### config.mk
export PLATFORM = sky130hd
export DESIGN_NAME = te_xfer_trigger
export DESIGN_NICKNAME = d
export VERILOG_FILES = /design/src/rtl/te_trig_pkg.sv /design/src/rtl/te_pulse_meter.sv /design/src/rtl/te_line_tracker.sv /design/src/rtl/te_pixel_counter.sv /design/src/rtl/te_xfer_trigger.sv
export SDC_FILE = /design/constraint.sdc
export NUM_CORES = 1
export LEC_CHECK = 0
export BUFFER_PORTS_ARGS = -buffer_cell sky130_fd_sc_hd__buf_2
export CORE_AREA = 2 2 84 86
export CTS_CLUSTER_DIAMETER = 100
export DETAILED_ROUTE_END_ITERATION = 7
export DIE_AREA = 0 0 86 88
export GPL_TIMING_DRIVEN = 0
export PLACE_DENSITY = 0.85
export SYNTH_ARGS = -nofsm -noshare
export SYNTH_HDL_FRONTEND = slang
export SYNTH_SLANG_ARGS = --single-unit
### constraint.sdc
create_clock -name clk -period 5.36 [get_ports clk]
set_input_delay 0.268 -clock clk [delete_from_list [all_inputs] [get_ports clk]]
set_output_delay 0.268 -clock clk [all_outputs]
set_load 0.005 [all_outputs]
### src/rtl/te_trig_pkg.sv
package te_trig_pkg;
   typedef enum logic [1:0] {
      TE_MODE_INT = 2'd0,
      TE_MODE_ONE = 2'd1,
      TE_MODE_TWO = 2'd2,
      TE_MODE_RSV = 2'd3
   } te_mode_e;

   typedef struct packed {
      logic hs;
      logic vs;
   } te_evt_t;
endpackage

### src/rtl/te_pulse_meter.sv
module te_pulse_meter #(
   parameter int SYNC_STAGES = 2,
   parameter int WIDTH_W     = 8
) (
   input  logic               clk,
   input  logic               rst_n,
   input  logic               en,
   input  logic               pin,
   input  logic               pol,
   output logic               ended,
   output logic [WIDTH_W-1:0] width
);
   localparam logic [WIDTH_W-1:0] W_MAX = {WIDTH_W{1'b1}};

   logic [SYNC_STAGES-1:0] chain;
   logic                   act, act_d;

   // synchronizer depth picked by parameter
   generate
      if (SYNC_STAGES == 1) begin : g_one
         always_ff @(posedge clk or negedge rst_n)
            if (!rst_n) chain <= '0;
            else        chain <= pin;
      end else begin : g_many
         always_ff @(posedge clk or negedge rst_n)
            if (!rst_n) chain <= '0;
            else        chain <= {chain[SYNC_STAGES-2:0], pin};
      end
   endgenerate

   assign act = pol ? chain[SYNC_STAGES-1] : ~chain[SYNC_STAGES-1];

   always_ff @(posedge clk or negedge rst_n) begin
      if (!rst_n) begin
         act_d <= 1'b0;
         width <= '0;
      end else begin
         act_d <= act;
         if (!en || !act)       width <= '0;
         else if (width != W_MAX) width <= width + 1'b1;
      end
   end

   assign ended = en & act_d & ~act;
endmodule

### src/rtl/te_line_tracker.sv
module te_line_tracker
   import te_trig_pkg::*;
#(
   parameter int WIDTH_W = 8,
   parameter int LINE_W  = 11
) (
   input  logic               clk,
   input  logic               rst_n,
   input  logic               en,
   input  te_mode_e           mode,
   input  logic               a_end,
   input  logic [WIDTH_W-1:0] a_w,
   input  logic               b_end,
   input  logic [WIDTH_W-1:0] b_w,
   input  logic [WIDTH_W-1:0] hs_min,
   input  logic [WIDTH_W-1:0] vs_min,
   input  logic [LINE_W-1:0]  trig_line,
   output logic               hit
);
   localparam logic [LINE_W-1:0] L_MAX = {LINE_W{1'b1}};

   te_evt_t           evt;
   logic [LINE_W-1:0] line;
   logic              seen_vs;

   always_comb begin
      evt = '0;
      unique case (mode)
         TE_MODE_ONE: if (a_end) begin
            if (vs_min > hs_min) begin
               evt.vs = (a_w >= vs_min);
               evt.hs = !evt.vs && (a_w >= hs_min);
            end else begin
               evt.hs = (a_w >= hs_min);
               evt.vs = !evt.hs && (a_w >= vs_min);
            end
         end
         TE_MODE_TWO: begin
            evt.vs = b_end && (b_w >= vs_min);
            evt.hs = a_end && (a_w >= hs_min) && !evt.vs;
         end
         default: evt = '0;
      endcase
   end

   always_ff @(posedge clk or negedge rst_n) begin
      if (!rst_n) begin
         line    <= '0;
         seen_vs <= 1'b0;
      end else if (!en) begin
         line    <= '0;
         seen_vs <= 1'b0;
      end else if (evt.vs) begin
         line    <= '0;
         seen_vs <= 1'b1;
      end else if (evt.hs && seen_vs && line != L_MAX) begin
         line    <= line + 1'b1;
      end
   end

   assign hit = evt.hs && seen_vs && (line == trig_line);
endmodule

### src/rtl/te_pixel_counter.sv
module te_pixel_counter #(
   parameter int PIX_W = 16
) (
   input  logic             clk,
   input  logic             rst_n,
   input  logic             en,
   input  logic             go,
   input  logic             adv,
   input  logic [PIX_W-1:0] total,
   output logic             busy,
   output logic             done
);
   logic [PIX_W-1:0] cnt;

   always_ff @(posedge clk or negedge rst_n) begin
      if (!rst_n) begin
         cnt  <= '0;
         busy <= 1'b0;
         done <= 1'b0;
      end else if (!en) begin
         cnt  <= '0;
         busy <= 1'b0;
         done <= 1'b0;
      end else begin
         done <= 1'b0;
         if (go) begin
            cnt  <= '0;
            busy <= 1'b1;
         end else if (busy) begin
            if (total == '0) begin
               busy <= 1'b0;
               done <= 1'b1;
            end else if (adv) begin
               if (cnt + 1'b1 == total) begin
                  busy <= 1'b0;
                  done <= 1'b1;
               end
               cnt <= cnt + 1'b1;
            end
         end
      end
   end
endmodule

### src/rtl/te_xfer_trigger.sv
module te_xfer_trigger
   import te_trig_pkg::*;
#(
   parameter int SYNC_STAGES = 2,
   parameter int WIDTH_W     = 8,
   parameter int LINE_W      = 11,
   parameter int PIX_W       = 16
) (
   input  logic               clk,
   input  logic               rst_n,
   input  logic               enable,
   input  logic [1:0]         sync_mode,
   input  logic               start_req,
   input  logic               pol_a,
   input  logic               pol_b,
   input  logic [WIDTH_W-1:0] hs_min,
   input  logic [WIDTH_W-1:0] vs_min,
   input  logic [LINE_W-1:0]  trig_line,
   input  logic [PIX_W-1:0]   pix_total,
   input  logic               te_a,
   input  logic               te_b,
   input  logic               pix_advance,
   output logic               xfer_start,
   output logic               xfer_busy,
   output logic               xfer_done,
   output logic               start_pending
);
   localparam int NPIN = 2;

   generate
      if (SYNC_STAGES < 1) begin : g_bad_sync
         $error("SYNC_STAGES must be at least 1");
      end
      if (WIDTH_W < 3) begin : g_bad_width
         $error("WIDTH_W must hold a width of at least 4");
      end
      if (LINE_W < 1 || PIX_W < 1) begin : g_bad_count
         $error("LINE_W and PIX_W must be positive");
      end
   endgenerate

   te_mode_e           mode;
   logic [NPIN-1:0]    pins, pols, ended;
   logic [WIDTH_W-1:0] widths [NPIN];
   logic               line_hit, go, used;

   assign mode = te_mode_e'(sync_mode);
   assign pins = {te_b, te_a};
   assign pols = {pol_b, pol_a};

   generate
      for (genvar p = 0; p < NPIN; p++) begin : g_meter
         te_pulse_meter #(
            .SYNC_STAGES(SYNC_STAGES),
            .WIDTH_W    (WIDTH_W)
         ) u_meter (
            .clk  (clk),
            .rst_n(rst_n),
            .en   (enable),
            .pin  (pins[p]),
            .pol  (pols[p]),
            .ended(ended[p]),
            .width(widths[p])
         );
      end
   endgenerate

   te_line_tracker #(
      .WIDTH_W(WIDTH_W),
      .LINE_W (LINE_W)
   ) u_lines (
      .clk      (clk),
      .rst_n    (rst_n),
      .en       (enable),
      .mode     (mode),
      .a_end    (ended[0]),
      .a_w      (widths[0]),
      .b_end    (ended[1]),
      .b_w      (widths[1]),
      .hs_min   (hs_min),
      .vs_min   (vs_min),
      .trig_line(trig_line),
      .hit      (line_hit)
   );

   assign go = enable && !used && !xfer_busy &&
               ((mode == TE_MODE_INT) ? start_pending : line_hit);

   always_ff @(posedge clk or negedge rst_n) begin
      if (!rst_n) begin
         start_pending <= 1'b0;
         used          <= 1'b0;
         xfer_start    <= 1'b0;
      end else begin
         xfer_start <= go;
         if (!enable) begin
            start_pending <= 1'b0;
            used          <= 1'b0;
         end else begin
            if (go) used <= 1'b1;
            if (go)
               start_pending <= 1'b0;
            else if (start_req && mode == TE_MODE_INT && !used)
               start_pending <= 1'b1;
         end
      end
   end

   te_pixel_counter #(
      .PIX_W(PIX_W)
   ) u_pix (
      .clk  (clk),
      .rst_n(rst_n),
      .en   (enable),
      .go   (go),
      .adv  (pix_advance),
      .total(pix_total),
      .busy (xfer_busy),
      .done (xfer_done)
   );
endmodule

==> flow_metrics.tcl <==
set metrics [dict create \
    outcome "finished, violations left" \
    violations "negative hold slack" \
    final.min_clock_period_ns 2.97 \
    max_slew_margin_pct 55.2 \
    firstDrtPassIters 4 \
    top_level_pins 58 \
    hold_viol_final 14 \
    cp-start-kind "flop" \
    clk_transition_reported_paths_ns 0.10 \
    hpwlAfterDp_microns 7180 \
    rr_endpoint "u_pix.cnt[9]$_DFFE_PN0P_" \
    grt_antenna_before_repair 0 \
    timing.critical_path.arrival_ns 3.15 \
    synth-warning-count 0 \
    die_y_microns 88 \
    leakage_power_nw 2.14 \
    post-route-worst-setup-slack_ns 2.39 \
    drt_wl_total_microns 9170 \
    area_growth_pct 11.6 \
    startpoint "g_meter[1].u_meter.width[0]$_DFFE_PN0P_" \
    cp.buffers_inverters 2 \
    crit_family "compound AO/OA/AOI/OAI gates" \
    via_count_of_the_first_global_routing_pass 3437 \
    setup.reg_to_reg.worst_slack_ns 2.39 \
    insertedDiodeCount 0 \
    design.die.area_sq_um 7570 \
    final_common_cell "buf_2" \
    max_cap_violations 0 \
    critPathSlowestCell "a2111oi_0" \
    postSynthAreaPerCell_sq_um 8.88 \
    core_area_sq_um 6640 \
    worst_setup_path_end_kind "flop" \
    power_density_nw_per_um2 170 \
    grt_overflow 0 \
    cts_buffers 5 \
    final_core_util_pct 68.8 \
    post_cts.repair.setup_buffers 0 \
    synth_edf_count 0 \
    synth_area_sq_um 4100 \
    worst-setup-path-type "flop to flop" \
    drt.antenna.violating_nets 0 \
    initial_utilization_pct 61.6 \
    clk_latency_ns 0.30 \
    detail_route.vias_per_cell 5.95 \
    mappedNetlistNets 554 \
    layout_common_cells "buf_2, dfrtp_1, nor2_1, ha_1, xnor2_1" \
    setup_tns_ns 0 \
    grt_start_max_net_pins 56 \
    num_vias 3596 \
    port_buffers 56 \
    final_layout_size_suffix_gt1_share_pct 15.1 \
    count_of_cell_instances_traversed_by_the_critical_path 10 \
    worst_hold_slack_ns -0.0150 \
    final.setup_skew_ns 0.0123 \
    setup_viol 0 \
    tritoncts "built" \
    initialDrtViolationCount 174 \
    place_ws_ns 2.39 \
    yosysSeqAreaShare_pct 33.6 \
    routed_wire_length_per_instance_microns 15.2 \
    cell_chain_critical_path "inv_1 > ha_1 > nand2b_1 > a2111oi_0 > o31ai_1 > a21boi_0 > o2111ai_1 > nand3_1 > clkbuf_1 > nor2_1" \
    rows 30 \
    postSynthCellCount 461 \
    drc 0 \
    cp.required_ns 5.54 \
    grt_pass1_wl_microns 15500 \
    transition_time_of_the_tightest_slew_check_pin_ns 0.668 \
    reg2reg_depth 10 \
    worst_r2r_startpoint "g_meter[1].u_meter.width[0]$_DFFE_PN0P_" \
    maxClockFrequency_mhz 336 \
    timing_max_transition_violations_final 0 \
    yosys_register_bits 55 \
    timing.final.crit_share_pct 55.5 \
    share_of_synthesized_flip_flops_with_an_asynchronous_set_or_reset_pct 100 \
    grt_setup_unrepaired "false" \
    synth_top_flop_cell "dfrtp_1" \
    globalplace.congestion 0.991 \
    cts_hold_buf 0 \
    worst_ir_drop_on_vdd_v 0.000140 \
    clockRootBuffer "clkbuf_8" \
    cts.sink_count 55 \
    max_stage_delay_ns 0.45 \
    type_of_the_tightest_min_delay_check "input pin to async pin" \
    gr-usage-all-layers_pct 25.4 \
    worstPathMaxFanout 10 \
    cts.path.max_buffers 2 \
    cts.htree.levels 2 \
    post_cts_resized 0 \
    die_width_microns 86 \
    yosys.cell_types.count 56 \
    layout.nets 617 \
]
## stage by stage
step / instances / power (mW) / cell area [sq um]
finish: 604 / 0.777 / 4570
global placement: 597 / 0.540 / 4480
detailed placement: 597 / 0.545 / 4480
floorplan: 461 / 0.494 / 4100
CTS: 604 / 0.784 / 4570
global route: 604 / 0.818 / 4570
## cells by family after synthesis
| logic type | count (synthesis) | synth area share, % |
|---|---|---|
| and+or+nand+nor | 183 | 23.9 |
| AOI/OAI and AO/OA | 84 | 13.7 |
| DFF | 55 | 33.6 |
| xor gates and xnor gates | 54 | 11.5 |
| buffers and inverters | 42 | 4.37 |
| adders and majority gates | 39 | 11.9 |
| muxes | 4 | 0.978 |
## worst register-to-register path, cell delays in order (launching register included)
cell and delay, ns:
dfrtp_1 0.41, inv_1 0.06, ha_1 0.26, nand2b_1 0.14
a2111oi_0 0.45, o31ai_1 0.23, a21boi_0 0.29, o2111ai_1 0.20
nand3_1 0.32, clkbuf_1 0.41, nor2_1 0.11
## where the power goes
group / switching [mW] / internal [mW] / total (mW)
Clock: 0.134 / 0.104 / 0.239
Sequential: 0.00457 / 0.421 / 0.425
Combinational: 0.0648 / 0.0479 / 0.113
## routing by layer
layer	track usage, %	part of all wire [%]	vias to the layer above	wire [microns]
met5	0	0	-	0
met4	6.78	1.3	0	118
met3	3.11	3.7	15	340
met2	44.7	49	93	4520
met1	33.4	46	1695	4180
li1	-	-	1793	-
## state kept, by name (all words and copies together) (netlist names), 2 cells and up
name,cells
u_lines.line,11
g_meter.u_meter.width,16
g_meter.u_meter.chain,4
g_meter.u_meter.act_d,2
u_pix.cnt,16
## final cells by class
type | instances | area [sq um]
clock inverters | 1 | 8.76
plain buffers | 16 | 81.3
multi-input cells | 364 | 2540
flip-flops and latches | 55 | 1380
fillers | 553 | 2070
repair buffers | 56 | 283
clock buffers | 6 | 82.6
well taps | 80 | 100
inverters | 26 | 97.6
## worst max path at each step
stage                                        endpoint  slack [ns]
after global placement       u_pix.cnt[0]$_DFFE_PN0P_        2.44
after floorplan           u_lines.line[8]$_DFFE_PN0P_        2.92
after global routing         u_pix.cnt[9]$_DFFE_PN0P_        1.98
after CTS                    u_pix.cnt[3]$_DFFE_PN0P_        2.35
after detailed placement     u_pix.cnt[3]$_DFFE_PN0P_        2.39
final                        u_pix.cnt[9]$_DFFE_PN0P_        2.39
## cells in the mapped netlist (all sizes together), types with 2 or more instances
cell type	count	area, sq um
nand3	23	133
xor2	22	193
o2111ai	2	17.5
o211ai	2	15.0
clkbuf	9	35.0
or3	4	26.3
inv	26	97.6
o21a	3	22.5
buf	7	46.3
and3	12	75.1
or4	3	22.5
a21bo	2	20.0
o31a	2	17.5
ha	39	488
nand2	27	101
dfrtp	55	1380
a211oi	4	30.0
a21oi	17	85.1
nand2b	3	18.8
a21boi	4	30.0
xnor2	32	280
o22ai	2	12.5
o31ai	8	60.1
a311oi	2	17.5
o41ai	2	17.5
nor3b	4	30.0
o21ai	20	100
nor2b	6	37.5
nor2	50	188
a2111oi	3	26.3
a31oi	4	25.0
and4	4	35.0
nor4	12	90.1
nand4	19	119
and2	4	25.0
mux2i	4	40.0
nor3	7	35.0
Power figures use the tool's default switching activity.
